===== config.mk =====
export PLATFORM = sky130hd
export DESIGN_NAME = cpu_tick_ipi_reg
export DESIGN_NICKNAME = d
export VERILOG_FILES = /design/src/rtl/cpu_tick_ipi_reg.sv
export SDC_FILE = /design/constraint.sdc
export NUM_CORES = 1
export LEC_CHECK = 0
export ABC_AREA = 1
export BUFFER_PORTS_ARGS = -buffer_cell sky130_fd_sc_hd__buf_4
export CAP_MARGIN = 20
export CELL_PAD_IN_SITES_DETAIL_PLACEMENT = 1
export CELL_PAD_IN_SITES_GLOBAL_PLACEMENT = 1
export CORE_UTILIZATION = 26
export CTS_CLUSTER_SIZE = 25
export DETAILED_ROUTE_END_ITERATION = 12
export PLACE_DENSITY_LB_ADDON = 0.1
export SLEW_MARGIN = 10
export SYNTH_ARGS = -nofsm -noshare
export SYNTH_HDL_FRONTEND = slang
export SYNTH_SLANG_ARGS = --single-unit

===== constraint.sdc =====
create_clock -name clk -period 1.7 [get_ports clk]
set_input_delay 0.255 -clock clk [delete_from_list [all_inputs] [get_ports clk]]
set_output_delay 0.255 -clock clk [all_outputs]
set_load 0.02 [all_outputs]

===== src/rtl/cpu_tick_ipi_reg.sv =====
module cpu_tick_ipi_reg #(
  parameter int NCPU  = 4,
  parameter int CNT_W = 4
) (
  input  logic                        clk,
  input  logic                        rst_n,
  input  logic                        wr_en,
  input  logic [63:0]                 wr_data,
  input  logic                        tick,
  input  logic [$clog2(NCPU+1)-1:0]   cpu_count,
  output logic [63:0]                 rd_data,
  output logic [NCPU-1:0]             irq_timer,
  output logic [NCPU-1:0]             irq_ipi
);
  localparam int CW    = $clog2(NCPU+1);
  localparam int TBASE = 4;
  localparam int IBASE = 8;
  localparam int RBASE = 12;
  localparam logic [CNT_W-1:0] CMAX = '1;

  logic [NCPU-1:0] tstat, istat;
  wire unused_bits = ^{wr_data[63:16], wr_data[3:0]};

  for (genvar g = 0; g < NCPU; g++) begin : g_cpu
    wire present = CW'(g) < cpu_count;
    wire tclr = wr_en & wr_data[TBASE+g];
    wire iclr = wr_en & wr_data[IBASE+g];
    wire ireq = wr_en & wr_data[RBASE+g];

    logic             t_q, i_q;
    logic [CNT_W-1:0] c_q, c_inc, c_nxt;

    assign c_inc = (ireq && c_q != CMAX) ? c_q + 1'b1 : c_q;
    assign c_nxt = (iclr && c_inc != '0) ? c_inc - 1'b1 : c_inc;

    always_ff @(posedge clk) begin
      if (!rst_n) begin
        t_q <= 1'b0;
        i_q <= 1'b0;
        c_q <= '0;
      end else if (present) begin
        if (t_q)       t_q <= ~tclr;
        else if (tick) t_q <= 1'b1;
        i_q <= (i_q | ireq) & ~iclr;
        c_q <= c_nxt;
      end
    end

    assign tstat[g]     = t_q;
    assign istat[g]     = i_q;
    assign irq_timer[g] = t_q;
    assign irq_ipi[g]   = c_q != '0;
  end

  always_comb begin
    rd_data = '0;
    rd_data[TBASE +: NCPU] = tstat;
    rd_data[IBASE +: NCPU] = istat;
  end
endmodule



==> impl_metrics.json, run 1 <==
{
  "outcome": "finished, violations left",
  "failed_checks": "negative setup slack",
  "min_period_over_period": 1.042,
  "timing_max_transition_violations_final": 0,
  "cp_data_required_time_ps": 1890,
  "maxSlewHeadroom": 0.6637,
  "drt_drc_violations_left": 0,
  "most_repeated_cell_in_the_gate_level_netlist_after_synthesis": "nand2_1",
  "grt_setup_unrepaired": "yes",
  "post-dp-hpwl_um": 6003,
  "place_worst_setup_slack_ps": -265.6,
  "cts_hold_repair.buffers": 0,
  "coreArea_um2": 9371,
  "setup_slack_ps": -70.60,
  "startpoint_of_the_worst_slack_reg_to_reg_timing_path": "g_cpu[3].c_q[0]",
  "timing.critical_path.max_delay_family": "simple AND/OR/NAND/NOR gates",
  "hold_slack_ps": 250.2,
  "yosys.area.top_type_share": 0.2003,
  "maximum_number_of_pins_on_one_net_before_global_route_repair": 15,
  "first_pass_iters": 4,
  "initial_utilization": 0.2720,
  "start_point_of_the_worst_min_delay_path": "tick",
  "grt_first_pass_wirelength_um": 12160,
  "path_class": "reg -> reg",
  "grt_resource_usage_total": 0.1499,
  "count_of_inserted_antenna_diode_cells": 0,
  "wl_per_cell_um": 12.06,
  "cts_buffers": 3,
  "die_h_um": 101.0,
  "report.final.hold_viol_count": 0,
  "antenna_left": 0,
  "cp_cell_sequence": "inv_4, ha_4, nand3b_1, nand2_2, ha_4, inv_2, a21oi_2, nand2_1, nand2_2, buf_6, nand2_1, nand3_1, nand2_1, inv_1",
  "asyncSetResetFlopFracSynth": 0,
  "root_buffer": "clkbuf_8",
  "crit_slowest_cell": "dfxtp_4",
  "synth.area.top_cells": "buf_4 20%, dfxtp_1 19%, nand2_1 15%, nand3_1 9.6%, inv_1 8.8%",
  "syn_area_um2": 2549,
  "antenna_found_initial": 0,
  "drt_iter0_markers": 26,
  "cts_tree": "built",
  "synthToLayoutAreaGrowth_pct": 44.33,
  "syn-instance-count": 410,
  "clkLatencyLatePin_ps": 280,
  "total_length_of_routed_wires_um": 7584,
  "routed_via_density": 4.215,
  "overflow": 0,
  "clock.fmax_ghz": 0.5648,
  "synth_top_cells_by_count": "99 x nand2_1, 68 x buf_4, 60 x inv_1",
  "ys_ff_latch": 24,
  "fin_worst_skew_ps": 8.410,
  "share_of_layout_cells_above_drive_strength_1": 0.4140,
  "gp_routability_congestion": 0.7562,
  "final_net_count": 584,
  "timing.hold.worst.class": "in -> reg",
  "start_kind": "flop",
  "vias": 2651,
  "synth_top_cell_by_area": "buf_4",
  "maxCapViolations": 0,
  "power.ir.vdd_worst_v": 0.0003655,
  "htreeDepth": 1,
  "critical_path.n_buffers_inverters": 4,
  "synth_seq_area_share": 0.1885,
  "synthDistinctLibCells": 28,
  "grt_pass1_vias": 2650,
  "crit_path_frequent_cell": "nand2_1",
  "critical_path.startpoint": "g_cpu[3].c_q[0]",
  "pin_count": 143,
  "worst-slew-pin-transition_ps": 503.9,
  "tritoncts_num_sinks": 24,
  "cts_max_path_buffers": 2,
  "placementRows": 35,
  "crit_path_max_fanout": 4,
  "die_width_um": 101.0,
  "number_of_enable_flip_flop_cells_after_synthesis": 0,
  "max_stage_delay_ps": 410,
  "syn_avg_cell_area_um2": 6.216,
  "synth_ff_type": "dfxtp_1",
  "layout_min_cycle_time_ps": 1771,
  "static-leakage-power_uw": 0.001908,
  "power-per-cell-area_nw_per_um2": 642.1,
  "worst-endpoint-arrival_ps": 1960,
  "setup_violations": 8,
  "placement.io_buffers": 34,
  "fp.dieArea_um2": 10200,
  "end_kind": "flop",
  "path_clk_slew_ps": 110,
  "synth-warning-count": 0
}
## layout by cell type, fill, tap and decap left out, types with 15 or more instances in the layout
| master | instances |
|---|---|
| a21oi_1 | 18 |
| inv_1 | 46 |
| nor2_1 | 15 |
| o21ai_0 | 16 |
| nand2_1 | 72 |
| nand3_1 | 33 |
| dfxtp_1 | 16 |
| conb_1 | 56 |
| buf_4 | 99 |
| nand2_2 | 24 |
## power by group
part | total [uW] | internal (uW) | switching, uW
clock | 474 | 256 | 217
sequential | 682 | 615 | 67.6
combinational | 1210 | 524 | 681
total | 2360 | 1400 | 966
## flip-flops by register name, indices dropped and copies added, names as in the netlist
| signal | count |
|---|---|
| g_cpu.i_q | 4 |
| g_cpu.t_q | 4 |
| g_cpu.c_q | 16 |
## through the flow
| stage | TNS [ps] | util | instances | cell area, um^2 | total power (uW) |
|---|---|---|---|---|---|
| floorplan | -7.948 | - | 465 | 2818 | 1396 |
| global placement | -2068 | 0.3331 | 613 | 3122 | 1665 |
| detailed placement | -2342 | 0.3331 | 613 | 3122 | 1686 |
| CTS | -642.9 | 0.3619 | 622 | 3392 | 2267 |
| global route | -1782 | 0.3925 | 629 | 3679 | 2543 |
| finish | -219.4 | 0.3925 | 629 | 3679 | 2362 |
## layer usage
metal	wire length, um	up-vias	global-route usage	share of wire
li1	-	1351	-	-
met1	3419	1251	0.1826	0.45
met2	3947	47	0.2856	0.52
met3	185	2	0.01387	0.024
met4	31	0	0.02676	0.0041
met5	0	-	0	0
## cell families after synthesis
family / share of synthesized area
buffers and inverters: 0.3142
DFF: 0.1885
and+or+nand+nor: 0.3343
xor gates and xnor gates: 0.006874
adders and majority gates: 0.05891
AOI/OAI and AO/OA: 0.09573
other: 0.001471
## final timing paths
| check | end | slack (ps) | cells after the start |
|---|---|---|---|
| max | g_cpu[3].c_q[2] | -70 | 14 |
| min | g_cpu[0].t_q | 250 | 3 |
| max reg2reg | g_cpu[3].c_q[2] | -70 | 14 |
| min reg2reg | g_cpu[2].i_q | 520 | 2 |
## tightest hold or removal path, cell delays in order
cell and delay [ps]:
buf_4 110, a21oi_1 60, nor2_1 70
## cell type report
class	instances	area (um^2)
flip-flops and latches	24	510.5
inverters	67	272.8
clock buffers	4	66.31
well taps	129	161.4
repair buffers	103	797.0
fillers	1228	5693
multi-input cells	302	1871
## timing repair
item | 4_1_cts | 5_1_grt
resized for setup | 45 | 56
pin swaps | 16 | 33
setup buffers | 5 | 8
endpoints found under the setup margin | 16 | 16
No activity file was read; power rests on OpenSTA's default activity.
==> inputs of run 2 (changes only) <==
--- a/config.mk
+++ b/config.mk
@@ -10,7 +10,8 @@
 export CAP_MARGIN = 20
 export CELL_PAD_IN_SITES_DETAIL_PLACEMENT = 1
 export CELL_PAD_IN_SITES_GLOBAL_PLACEMENT = 1
-export CORE_UTILIZATION = 26
+export CORE_UTILIZATION = 31
+export CTS_BUF_LIST = sky130_fd_sc_hd__clkbuf_16
 export CTS_CLUSTER_SIZE = 25
 export DETAILED_ROUTE_END_ITERATION = 12
 export PLACE_DENSITY_LB_ADDON = 0.1
==> constraint.sdc (replaced) <==
create_clock -name clk -period 2.1 [get_ports clk]
set_input_delay 0.315 -clock clk [delete_from_list [all_inputs] [get_ports clk]]
set_output_delay 0.315 -clock clk [all_outputs]
set_load 0.02 [all_outputs]
==> run 2 against run 1 <==
The run now ends clean. Register-to-register slack better by 210 ps. Hold slack better by 94 ps. Clock skew is 7.0 ps lower. Global-route usage is 0.34 points higher. Total power is 24% lower. Non-clock buffer count is 55 lower. Final area is 22% lower. Sequential power is 21% lower. Sequential share of layout area is 3.2 points higher. Fmax is 9.6% lower. Critical path type unchanged. Largest cell class unchanged.
==> impl_metrics.json, run 2 (synthesis results as in run 1) <==
{
  "report.final.hold_viol_count": 0,
  "cts_max_path_buffers": 2,
  "vias": 2419,
  "fp.dieArea_um2": 8589,
  "grt_pass1_vias": 2248,
  "max_stage_delay_ps": 360,
  "share_of_layout_cells_above_drive_strength_1": 0.2067,
  "total_length_of_routed_wires_um": 6540,
  "routed_via_density": 4.422,
  "cts_hold_repair.buffers": 0,
  "timing.reg2reg.worst_path_depth": 14,
  "hold_end": "g_cpu[0].t_q",
  "layout_min_cycle_time_ps": 1958,
  "root_buffer": "clkbuf_16",
  "initial_utilization": 0.3248,
  "clkLatencyLatePin_ps": 260,
  "grt_resource_usage_total": 0.1533,
  "die_width_um": 92.68,
  "cp_cell_sequence": "inv_1, ha_1, nand3b_1, nand2_2, ha_1, inv_1, a21oi_1, nand2_1, nand2_2, inv_2, nand2_1, nand3_1, nand2_1, inv_1",
  "placement.io_buffers": 34,
  "final_cell_mix": "94 x nand2_1, 58 x inv_1, 56 x conb_1",
  "synthToLayoutAreaGrowth_pct": 12.76,
  "htreeDepth": 1,
  "drt_iter0_markers": 40,
  "timing.hold.worst_path_depth": 3,
  "stdcell_count": 547,
  "static-leakage-power_uw": 0.001584,
  "path_clk_slew_ps": 70,
  "largest-register": "g_cpu.c_q",
  "start_kind": "flop",
  "critical_path.startpoint": "g_cpu[3].c_q[0]",
  "setup_violations": 0,
  "min_period_over_period": 0.9325,
  "startpoint_of_the_worst_slack_reg_to_reg_timing_path": "g_cpu[3].c_q[0]",
  "path_class": "reg -> reg",
  "final_net_count": 529,
  "outcome": "finished, final reports clean",
  "fin_worst_skew_ps": 1.435,
  "reg2reg_setup_slack_ps": 140,
  "cp_data_required_time_ps": 2270,
  "hold_slack_ps": 344.0,
  "count_of_inserted_antenna_diode_cells": 0,
  "die_h_um": 92.68,
  "number_of_flip_flops_under_the_largest_register_name": 16,
  "overflow": 0,
  "grt_first_pass_wirelength_um": 10650,
  "coreArea_um2": 7848,
  "first_pass_iters": 4,
  "power.ir.vdd_worst_v": 0.0002732,
  "r2r_end": "g_cpu[3].c_q[3]",
  "final_common_cell": "nand2_1",
  "antenna_left": 0,
  "reg.largest.list": "g_cpu.c_q x16, g_cpu.i_q x4, g_cpu.t_q x4",
  "gp_routability_congestion": 0.8089,
  "crit_slowest_cell": "dfxtp_2",
  "cts_tree": "built",
  "timing.hold.worst.class": "in -> reg",
  "crit_path_max_fanout": 4,
  "maximum_number_of_pins_on_one_net_before_global_route_repair": 15,
  "power-per-cell-area_nw_per_um2": 626.6,
  "worst-endpoint-arrival_ps": 2120,
  "pin_count": 143,
  "antenna_found_initial": 0,
  "start_point_of_the_worst_min_delay_path": "tick",
  "end_kind": "flop",
  "cts_buffers": 3,
  "place.detailed.instances": 542,
  "maxCapViolations": 0,
  "post-dp-hpwl_um": 5288,
  "tritoncts_num_sinks": 24,
  "placementRows": 32,
  "drt_drc_violations_left": 0,
  "clock.fmax_ghz": 0.5106,
  "timing_max_transition_violations_final": 0,
  "wl_per_cell_um": 11.96
}
## run 2: cell count changes in the layout (fill, tap and decap cells not counted), sizes merged
cell | before | now
buf | 103 | 48
bufinv | 0 | 1
clkbuf | 4 | 3
## run 2: routing by layer
metal / global-route usage / wire length (um) / vias up
li1: - / - / 1241
met5: 0 / 0 / -
met4: 0.03462 / 70 / 0
met1: 0.1923 / 3066 / 1118
met3: 0.01642 / 218 / 5
met2: 0.2796 / 3184 / 55
## run 2: how the worst max path moves through the flow
| stage | end | slack, ps | cells past startpoint |
|---|---|---|---|
| 6_report | g_cpu[3].c_q[3] | 140 | 14 |
| 3_5_place_dp | g_cpu[3].c_q[3] | 50 | 15 |
| 5_1_grt | g_cpu[3].c_q[3] | -10 | 14 |
| 2_1_floorplan | g_cpu[3].c_q[3] | 300 | 15 |
| 3_3_place_gp | g_cpu[2].c_q[3] | 80 | 15 |
| 4_1_cts | g_cpu[3].c_q[3] | 30 | 15 |
## run 2: layout make-up
class                           instances  area (um^2)
Clock inverter                          1        30.03
Tap cell                              102        127.6
Clock buffer                            3        75.07
Inverter                               67        260.3
Fill cell                            1062         4974
Multi-Input combinational cell        302         1529
Timing Repair Buffer                   48        360.3
Sequential cell                        24        491.7
## run 2: stage by stage
step	area, um^2	TNS, ps	utilization	setup slack, ps	power (uW)
CTS	2800	0	0.3568	30.28	1801
detailed placement	2695	0	0.3434	49.43	1232
floorplan	2755	0	-	299.2	1116
global placement	2695	0	0.3434	83.36	1216
finish	2874	0	0.3662	141.7	1801
global route	2874	-10.02	0.3662	-10.02	1918
## run 2: timing repair
item,4_1_cts,5_1_grt
setup buffers,0,1
gates resized for setup,0,23
endpoints found under the setup margin,0,13
## run 2: critical path, delay by kind of cell (launching register included)
kind | cells | cell delay [ps]
compound gates | 1 | 120
fa+ha+maj | 2 | 460
buf+inv | 4 | 240
flops | 1 | 360
simple gates | 7 | 700
## run 2: where the power goes
part	switching [uW]	internal, uW
Sequential	43.3	499
Combinational	449	248
Clock	182	380
